### src/rtl/cmos_port_pkg.sv
package cmos_port_pkg;
    localparam int unsigned DATA_W       = 8;
    localparam int unsigned RTC_LAST_IDX = 13;
    localparam int unsigned NV_BASE      = RTC_LAST_IDX + 1;

    typedef enum logic [2:0] {
        ACC_IDLE,
        ACC_IDX_RD,
        ACC_IDX_WR,
        ACC_RTC_RD,
        ACC_RTC_WR,
        ACC_NV_RD,
        ACC_NV_WR,
        ACC_FAULT
    } acc_e;
endpackage

### src/rtl/cmos_decode.sv
module cmos_decode
    import cmos_port_pkg::*;
#(
    parameter int unsigned OFF_W     = 2,
    parameter int unsigned SIZE_W    = 2,
    parameter int unsigned REG_COUNT = 128
) (
    input  logic              rd,
    input  logic              wr,
    input  logic [OFF_W-1:0]  off,
    input  logic [SIZE_W-1:0] size,
    input  logic [7:0]        idx,
    output acc_e              kind
);
    logic in_range;
    logic is_rtc;
    logic bad_form;

    always_comb begin
        in_range = ({1'b0, idx} < 9'(REG_COUNT));
        is_rtc   = (idx <= 8'(RTC_LAST_IDX));
        bad_form = (rd && wr) || (size != '0) || (off > OFF_W'(1));
        if (!(rd || wr)) begin
            kind = ACC_IDLE;
        end else if (bad_form) begin
            kind = ACC_FAULT;
        end else if (off == '0) begin
            kind = rd ? ACC_IDX_RD : ACC_IDX_WR;
        end else if (!in_range) begin
            kind = ACC_FAULT;
        end else if (is_rtc) begin
            kind = rd ? ACC_RTC_RD : ACC_RTC_WR;
        end else begin
            kind = rd ? ACC_NV_RD : ACC_NV_WR;
        end
    end
endmodule

### src/rtl/cmos_nvram.sv
module cmos_nvram #(
    parameter int unsigned DEPTH = 114,
    parameter int unsigned AW    = 7
) (
    input  logic          clk,
    input  logic          rst_n,
    input  logic          we,
    input  logic [AW-1:0] addr,
    input  logic [7:0]    wdata,
    output logic [7:0]    rdata
);
    logic [7:0] mem [DEPTH];
    logic       addr_ok;

    assign addr_ok = (int'(addr) < DEPTH);
    assign rdata   = addr_ok ? mem[addr] : 8'h00;

    always_ff @(posedge clk or negedge rst_n) begin
        if (!rst_n) begin
            for (int k = 0; k < DEPTH; k++) begin
                mem[k] <= 8'h00;
            end
        end else if (we && addr_ok) begin
            mem[addr] <= wdata;
        end
    end
endmodule

### src/rtl/cmos_port.sv
module cmos_port
    import cmos_port_pkg::*;
#(
    parameter int unsigned REG_COUNT = 128,
    parameter int unsigned OFF_W     = 2,
    parameter int unsigned SIZE_W    = 2
) (
    input  logic              clk,
    input  logic              rst_n,
    input  logic [OFF_W-1:0]  bus_off,
    input  logic [SIZE_W-1:0] bus_size,
    input  logic              bus_rd,
    input  logic              bus_wr,
    input  logic [7:0]        bus_wdata,
    output logic [7:0]        bus_rdata,
    output logic              bus_err,
    output logic [7:0]        rtc_idx,
    input  logic [7:0]        rtc_rdata,
    output logic [7:0]        rtc_wdata,
    output logic              rtc_wr
);
    localparam int unsigned NV_DEPTH = REG_COUNT - NV_BASE;
    localparam int unsigned NV_AW    = (NV_DEPTH > 1) ? $clog2(NV_DEPTH) : 1;

    acc_e              kind;
    acc_e              st_q;
    logic [7:0]        idx_q;
    logic [7:0]        cap_q;
    logic [7:0]        nv_rdata;
    logic [7:0]        idx_off;
    logic [NV_AW-1:0]  nv_addr;

    cmos_decode #(
        .OFF_W(OFF_W), .SIZE_W(SIZE_W), .REG_COUNT(REG_COUNT)
    ) dec_i (
        .rd(bus_rd), .wr(bus_wr), .off(bus_off), .size(bus_size),
        .idx(idx_q), .kind(kind)
    );

    assign idx_off = idx_q - 8'(NV_BASE);
    assign nv_addr = idx_off[NV_AW-1:0];

    cmos_nvram #(.DEPTH(NV_DEPTH), .AW(NV_AW)) nv_i (
        .clk(clk), .rst_n(rst_n), .we(kind == ACC_NV_WR),
        .addr(nv_addr), .wdata(bus_wdata), .rdata(nv_rdata)
    );

    // Index latch: only a clean byte write at offset 0 reloads it.
    always_ff @(posedge clk or negedge rst_n) begin
        if (!rst_n) begin
            idx_q <= 8'h00;
        end else if (kind == ACC_IDX_WR) begin
            idx_q <= bus_wdata;
        end
    end

    // State register: each edge records the kind of access just seen,
    // together with the byte a read state will present.
    always_ff @(posedge clk or negedge rst_n) begin
        if (!rst_n) begin
            st_q  <= ACC_IDLE;
            cap_q <= 8'h00;
        end else begin
            st_q <= kind;
            unique case (kind)
                ACC_IDX_RD: cap_q <= idx_q;
                ACC_RTC_RD: cap_q <= rtc_rdata;
                ACC_NV_RD:  cap_q <= nv_rdata;
                default:    cap_q <= 8'h00;
            endcase
        end
    end

    // Output process: decode of the registered state.
    always_comb begin
        bus_rdata = 8'h00;
        bus_err   = 1'b0;
        unique case (st_q)
            ACC_IDX_RD, ACC_RTC_RD, ACC_NV_RD: bus_rdata = cap_q;
            ACC_FAULT:                         bus_err   = 1'b1;
            default: ;
        endcase
    end

    assign rtc_idx   = idx_q;
    assign rtc_wdata = bus_wdata;
    assign rtc_wr    = (kind == ACC_RTC_WR);
endmodule

### config.mk
export PLATFORM = sky130hd
export DESIGN_NAME = cmos_port
export DESIGN_NICKNAME = d
export VERILOG_FILES = /design/src/rtl/cmos_port_pkg.sv /design/src/rtl/cmos_decode.sv /design/src/rtl/cmos_nvram.sv /design/src/rtl/cmos_port.sv
export SDC_FILE = /design/constraint.sdc
export NUM_CORES = 1
export LEC_CHECK = 0
export BUFFER_PORTS_ARGS = -buffer_cell sky130_fd_sc_hd__buf_2
export CORE_ASPECT_RATIO = 1.5
export CORE_MARGIN = 5
export CORE_UTILIZATION = 55
export CTS_CLUSTER_DIAMETER = 80
export CTS_CLUSTER_SIZE = 8
export DETAILED_ROUTE_END_ITERATION = 12
export PLACE_DENSITY = 0.71
export SYNTH_ARGS = -nofsm -noshare
export SYNTH_HDL_FRONTEND = slang
export SYNTH_SLANG_ARGS = --single-unit
### constraint.sdc
create_clock -name clk -period 6.1 [get_ports clk]
set_clock_uncertainty 0.1 [all_clocks]
set_input_delay 1.83 -clock clk [delete_from_list [all_inputs] [get_ports clk]]
set_output_delay 1.83 -clock clk [all_outputs]
set_load 0.02 [all_outputs]
# Word-level counts from Yosys, hierarchy flattened
# Index checks and enable logic that the tools add are counted.
# totals
register_bits	931
inputBits	24
output_inout_bits	26
word_cells	162
# classes
add_sub_neg	1
magnitude_cmp	6
eq_ne	10
mux	18
bitwise_logic	1
reduce_logical	9
# ops
cell	count
912-bit bitwise mux	1
8-bit binary-select mux with 7-bit select	1
8-bit demux with 7-bit select	1
8-bit two-way mux	5
8-bit one-hot mux with 3 select lines	1
3-bit two-way mux	6
3-bit == test, second input constant	5
3-bit by 2-bit == test with 1-bit output, second input constant	3
8-bit >= comparator, second input constant	1
8-bit by 4-bit less-or-equal comparator with 1-bit output, second input constant	1
8-bit by 1-bit less-than comparator with 1-bit output, second input constant	1
8-bit less-than comparator, second input constant	1
7-bit inverter with 8-bit output	1
7-bit less-than comparator, second input constant	1
7-bit by 4-bit subtractor with 7-bit output, second input constant	1
3-bit by 1-bit == test with 1-bit output, second input constant	2
2-bit two-way mux	2
1-bit logical AND	3
1-bit logical OR	3
3-bit OR reduction	1
2-bit by 1-bit > comparator with 1-bit output, second input constant	1
2-bit zero test	1
2-bit nonzero test	1
1-bit two-way mux	1

# Longest topological paths before layout
# Gate-level depths: netlist of run 1.
# depth
ltp_word	8
depth_mapped	13
ltp_nobuf	9

# Hierarchy
# A second synthesis of run 1 with hierarchy kept.
# hier_totals
cells_unflattened	3234
area_unflattened_um2	43133.9
# by_module_without_submodules
mod	n_inst	cells_each	area_per_inst_um2
cmos_nvram	1	3126	42007.8
cmos_port	1	91	1033.5
cmos_decode	1	17	92.6

# Worst setup path before layout of run 1
# OpenSTA, ideal clock, no wires.
# synth_timing
path_type	in2out
from	input port bus_off[1]
to	output port rtc_wr
arrival_ns	2.716
required_ns	4.170
setup_slack_ns	1.454
stages	5
path_buffers	0
path_cell_list	nor3_1 > nand2_1 > a21oi_1 > a21oi_1 > and3_1
# synth_via
elab_chain_len	5
elab_cells_between_ends	7
# synth_rtl
item	line_no	source
start, declared	cmos_port.sv:10	input logic [OFF_W-1:0] bus_off,
2-bit by 1-bit > comparator with 1-bit output / 2-bit zero test (equally long branches)	cmos_decode.sv:22, cmos_decode.sv:27	
1-bit logical OR / 3-bit two-way mux (equally long branches)	cmos_decode.sv:22, cmos_decode.sv:27	
3-bit two-way mux *	cmos_decode.sv:25	end else if (bad_form) begin
3-bit two-way mux *	cmos_decode.sv:23	if (!(rd || wr)) begin
via dec_i.kind[2]	cmos_decode.sv:13	output acc_e kind
3-bit == test *	cmos_port.sv:87	assign rtc_wr = (kind == ACC_RTC_WR);
end, declared	cmos_port.sv:20	output logic rtc_wr
# Mark *: on every way through the listed nets, which the timed path passes. The rest lies on a longest branch.

# Worst setup path in the final report of run 1
# Ends and elaborated chain as after synthesis.

==> results.json, run 1 <==
{
  "status": "finished clean",
  "synth_top_area_cell": "dfrtp_1",
  "path_class": "input pin to output port",
  "stdcell_count": 4070,
  "synth_enable_flop_cells": 0,
  "multi_input_area_sq_um": 19360,
  "finalCritPeriodShare_pct": 83.55,
  "layout.area.seq_sq_um": 23300,
  "seq_area_frac_synth_pct": 53.38,
  "root_buffer": "clkbuf_16",
  "critPathCaptureType": "output port",
  "power_density_nw_per_um2": 319.2,
  "min_path_type": "register to register",
  "cp_max_fo": 5,
  "synthArstFlopShare_pct": 100.0,
  "coreArea_sq_um": 78670,
  "viasPerCell": 6.446,
  "drc": 0,
  "ys.flop_type": "dfrtp_1",
  "clk_path_buf_depth": 3,
  "initial_utilization_pct": 55.48,
  "synth.distinct_cells": 61,
  "max_cap_viol_count": 0,
  "worst_slack_ns": 1.003,
  "wl_microns": 115000,
  "r2r_slack_ns": 1.11,
  "clkLatencyLatePin_ns": 0.73,
  "synth_area_sq_um": 43640,
  "grt_overflow_total": 0,
  "cts_setup_buffers": 0,
  "slowest_stage": "a21oi_1",
  "cts_buffers": 134,
  "io_pins": 50,
  "netlist_instances": 3007,
  "synth_top_cell_area_share_pct": 53.38,
  "die_w_microns": 240.0,
  "antenna_found_initial": 1,
  "drive_above_1_share_pct": 46.57,
  "worst_slew_pin_slew_ns": 1.377,
  "dieArea_sq_um": 85200,
  "dp.cells": 3917,
  "grt_pass1_vias": 28560,
  "worstRegToRegCells": 10,
  "dp_slack_ns": 1.031,
  "cts_htree_levels": 4,
  "r2r-start": "rtc_idx[1]",
  "hold_slack_ns": 0.3881,
  "ys_ff_latch": 931,
  "fill_cells": 5834,
  "vias": 26240,
  "leakagePower_nw": 22.98,
  "arrival_ns": 3.17,
  "rows": 126,
  "slew_headroom_pct": 5.797,
  "path_cells": "buf_2, nor3_1, nand2_1, a21oi_1, a21oi_1, and3_1, buf_2",
  "cts_tree": "done",
  "cts_sinks": 931,
  "grt_pass1_wl_microns": 177100,
  "finalSetupViolCount": 0,
  "chipHeight_microns": 355.0,
  "startpoint": "bus_off[1]",
  "slew_viol_final": 0,
  "timing.fmax_ghz": 0.1962,
  "fin_crit_ns": 5.097,
  "grt_setup_unrepaired": "false",
  "ant_nets": 0,
  "setup_tns_ns": 0,
  "cp.required_ns": 4.17,
  "drt-pass1-iter-count": 6,
  "syn_nets": 3037,
  "critPathCapture": "rtc_wr",
  "nets": 3059,
  "path_clk_slew_ns": 0.05,
  "rr_endpoint": "cap_q[4]",
  "place.gp.congestion": 0.9315,
  "numPortBuffers": 49,
  "grt_use_total_pct": 27.23,
  "hold_buffers": 0,
  "grt_start_max_net_pins": 131,
  "drt_iter0_markers": 1855,
  "wl_per_cell_microns": 28.25,
  "synth_area_per_cell_sq_um": 14.51,
  "critPathMaxStageDelay_ns": 0.32,
  "hpwlAfterDp_microns": 73480,
  "hold_viol": 0,
  "startpoint_type": "input pin",
  "vdd_ir_drop_max_mv": 0.3131,
  "ctsResizeCount": 0,
  "areaGrowthSynthToFinish_pct": 11.40,
  "ys_warn_count": 0,
  "synth_area_leaders": "dfrtp_1, mux2_2, mux2i_1"
}
-- routing by layer --
metal	track usage (%)	vias up	wire, microns
li1	-	11150	-
met1	34.64	14030	45440
met5	0	-	0
met2	45.81	779	58470
met3	4.426	279	5308
met4	12.61	0	5763
-- per-stage QoR --
stage | utilization (%) | instance area [sq um] | total power (W)
floorplan | - | 43640 | 0.007873
global placement | 57.14 | 44950 | 0.008934
detailed placement | 57.14 | 44950 | 0.008956
CTS | 61.80 | 48620 | 0.01561
global route | 61.80 | 48620 | 0.01598
finish | 61.80 | 48620 | 0.01552
-- cell usage after synthesis (6+ instances only) --
cell type  count
dfrtp_1      931
mux2_2       916
mux2i_1      304
a22oi_1      176
clkbuf_1     138
mux4_2        96
nor2_2        69
buf_2         66
a21oi_1       52
nand2_2       26
nand2_1       23
buf_4         17
and2_1        15
mux2_1        13
nand2b_1      12
nor2_1        12
buf_1         11
nor2_4         9
a2111oi_0      8
a221oi_1       8
o221ai_1       8
o31ai_1        8
o41ai_1        8
inv_1          7
nor2b_1        7
ha_1           6
-- how the worst min path moves through the flow --
stage	from	endpoint	slack (ns)	cells past startpoint
after floorplan	nv_i.mem[356]	nv_i.mem[356]	0.35	1
after global placement	nv_i.mem[610]	nv_i.mem[610]	0.36	1
after detailed placement	nv_i.mem[11]	nv_i.mem[11]	0.38	1
after CTS	nv_i.mem[11]	nv_i.mem[11]	0.39	1
after global routing	nv_i.mem[72]	nv_i.mem[72]	0.40	1
final	nv_i.mem[11]	nv_i.mem[11]	0.39	1
-- cell type report --
type | instances | share of cell area (%)
Tap cell | 1024 | 2.635
Inverter | 7 | 0.05404
Timing Repair Buffer | 121 | 2.012
Clock inverter | 13 | 0.4452
Sequential cell | 931 | 47.93
Multi-Input combinational cell | 1834 | 39.83
Antenna cell | 1 | 0.005147
Clock buffer | 139 | 7.087
-- registers in the layout, indices dropped and copies added, names as in the netlist --
signal,cells
nv_i.mem,912
cap_q,8
rtc_idx,8
st_q,3
-- worst max-delay path, delay by kind of cell --
family | cells | cell delay, ns
buf+inv | 2 | 0.27
compound gates | 2 | 0.47
simple gates | 3 | 0.59
-- cell families after synthesis --
logic type      synth area share [%]
mux                            35.90
flops                          53.38
compound gates                 5.284
buf+inv                        2.468
simple gates                   2.683
fa+ha+maj                     0.1720
xor+xnor                      0.1176
-- cell usage in the layout, fill, tap and decap left out, drive strengths merged, types with 6 or more instances in the layout --
master	instances
a2111oi	8
a21oi	56
a221oi	8
a22oi	176
and2	15
buf	121
clkbuf	139
clkinv	7
dfrtp	931
ha	6
inv	13
mux2	929
mux2i	304
mux4	96
nand2	49
nand2b	12
nor2	90
nor2b	7
o2111ai	9
o221ai	8
o31ai	8
o41ai	8
-- report_power, final --
group          internal (W)  switching (W)
sequential          0.00621      0.0000863
combinational      0.000787        0.00181
clock               0.00399        0.00263
total                0.0110        0.00453
No activity file was read; power rests on OpenSTA's default activity.
==> run 2, diff against run 1 <==
==> constraint.sdc (replaced) <==
create_clock -name clk -period 4.7 [get_ports clk]
set_clock_uncertainty 0.1 [all_clocks]
set_input_delay 1.41 -clock clk [delete_from_list [all_inputs] [get_ports clk]]
set_output_delay 1.41 -clock clk [all_outputs]
set_load 0.02 [all_outputs]
==> run 2 against run 1 <==
Against the previous run: via count increased by 1.8%; register-to-register slack worse by 0.66 ns; non-clock buffer count increased by 52; sequential share of layout area is 0.43 points lower.
==> results.json, run 2 (same netlist as run 1, synthesis figures left out) <==
{
  "initial_utilization_pct": 55.48,
  "cts_htree_levels": 4,
  "finalCritPeriodShare_pct": 93.56,
  "status": "finished clean",
  "drt_iter0_markers": 2076,
  "hp-start": "nv_i.mem[13]",
  "hold_buffers": 0,
  "finalSetupViolCount": 0,
  "finalCoreUtilization_pct": 62.36,
  "power_frac_comb_pct": 17.5,
  "arrival_ns": 2.89,
  "cts_buffers": 134,
  "slew_headroom_pct": 11.23,
  "die_w_microns": 240.0,
  "cp.required_ns": 3.19,
  "worst_slew_pin_slew_ns": 1.322,
  "coreArea_sq_um": 78670,
  "startpoint": "rtc_idx[4]",
  "ant_nets": 0,
  "cts_tree": "done",
  "drive_above_1_share_pct": 47.43,
  "fill_cells": 5768,
  "hold_viol": 0,
  "rows": 126,
  "ctsResizeCount": 0,
  "timing.fmax_ghz": 0.2274,
  "wl_per_cell_microns": 28.45,
  "worst_slack_ns": 0.3027,
  "p_sw_share_pct": 29.23,
  "p_clk_share_pct": 42.2,
  "antennaDiodeCount": 0,
  "cp_max_fo": 16,
  "power_density_nw_per_um2": 412.2,
  "cts_sinks": 931,
  "stdcell_area_sq_um": 49060,
  "placed_area_sq_um": 45420,
  "final_cell_mix": "dfrtp_1, mux2_2, mux2i_1, a22oi_1, clkbuf_16",
  "max_cap_viol_count": 0,
  "multi_input_area_sq_um": 19350,
  "chipHeight_microns": 355.0,
  "min_path_type": "register to register",
  "seqPwrFrac_pct": 40.3,
  "grt_use_total_pct": 27.79,
  "leakagePower_nw": 23.24,
  "r2r-start": "rtc_idx[1]",
  "p_switching_w": 0.005910,
  "grt_overflow_total": 0,
  "clkLatencyLatePin_ns": 0.72,
  "cts_setup_buffers": 0,
  "numPortBuffers": 49,
  "layout_commonest_cell": "dfrtp_1",
  "grt_pass1_vias": 29320,
  "startpoint_type": "register",
  "areaGrowthSynthToFinish_pct": 12.40,
  "vias": 26720,
  "dp_slack_ns": 0.4797,
  "viasPerCell": 6.483,
  "critPathCaptureType": "output port",
  "slew_viol_final": 0,
  "grt_pass1_wl_microns": 180800,
  "layout.area.seq_sq_um": 23300,
  "vdd_ir_drop_max_mv": 0.3952,
  "path_class": "register to output port",
  "antenna_found_initial": 4,
  "drt-pass1-iter-count": 6,
  "wl_microns": 117300,
  "setup_tns_ns": 0,
  "grt_setup_unrepaired": "false",
  "clk_path_buf_depth": 3,
  "p_int_w": 0.01431,
  "hpwlAfterDp_microns": 76300,
  "grt_start_max_net_pins": 102,
  "regMostFlops": "nv_i.mem",
  "io_pins": 50,
  "drc": 0,
  "path_clk_slew_ns": 0.05,
  "place.gp.congestion": 0.9079,
  "nets": 3111,
  "root_buffer": "clkbuf_16",
  "fin_crit_ns": 4.397,
  "largest_reg_flops": 912,
  "dieArea_sq_um": 85200
}
[run 2: area by class of cell]
class                   instances  area share [%]
flip-flops and latches        931           47.51
clock buffers                 138           6.953
multi-input cells            1834           39.45
inverters                       7         0.05356
clock inverters                14          0.4566
repair buffers                173           2.969
well taps                    1024           2.612
[run 2: power by group through the flow]
stage	Sequential (W)	Clock, W	Combinational (W)
final	0.00816	0.00852	0.00354
after global routing	0.00815	0.00902	0.00367
after CTS	0.00815	0.00867	0.00350
after detailed placement	0.00828	0	0.00348
after global placement	0.00828	0	0.00345
after floorplan	0.00824	0	0.00198
[run 2: worst max-delay path: stages, from the launching register on]
cell     delay [ns]
dfrtp_1        0.84
nor4_1         0.09
and2_1         0.22
ha_1           0.41
nor3b_1        0.28
and3_1         0.18
buf_2          0.16
[run 2: stage by stage]
step                hold slack (ns)  power (W)  cells
floorplan                    0.3526    0.01022   3007
global placement             0.3650    0.01172   3969
detailed placement           0.3824    0.01176   3969
CTS                          0.3926    0.02032   4121
global route                 0.4028    0.02084   4121
finish                       0.3909    0.02022   4121
[run 2: path summary, 6_finish.rpt]
| check | endpoint | slack (ns) | cells past startpoint |
|---|---|---|---|
| max reg2reg | cap_q[3] | 0.45 | 8 |
| max | rtc_wr | 0.30 | 6 |
| min reg2reg | nv_i.mem[13] | 0.39 | 1 |
| min in group asynchronous | nv_i.mem[886] | 0.69 | 1 |
| min | nv_i.mem[13] | 0.39 | 1 |
| max in group asynchronous | nv_i.mem[159] | 2.68 | 2 |
[run 2: layer usage]
metal | wire, microns | up-vias | global-route usage, %
met3 | 6280 | 257 | 4.899
met5 | 0 | - | 0
met2 | 59780 | 845 | 47.39
met4 | 5073 | 0 | 11.73
met1 | 46120 | 14340 | 35.04
li1 | - | 11270 | -
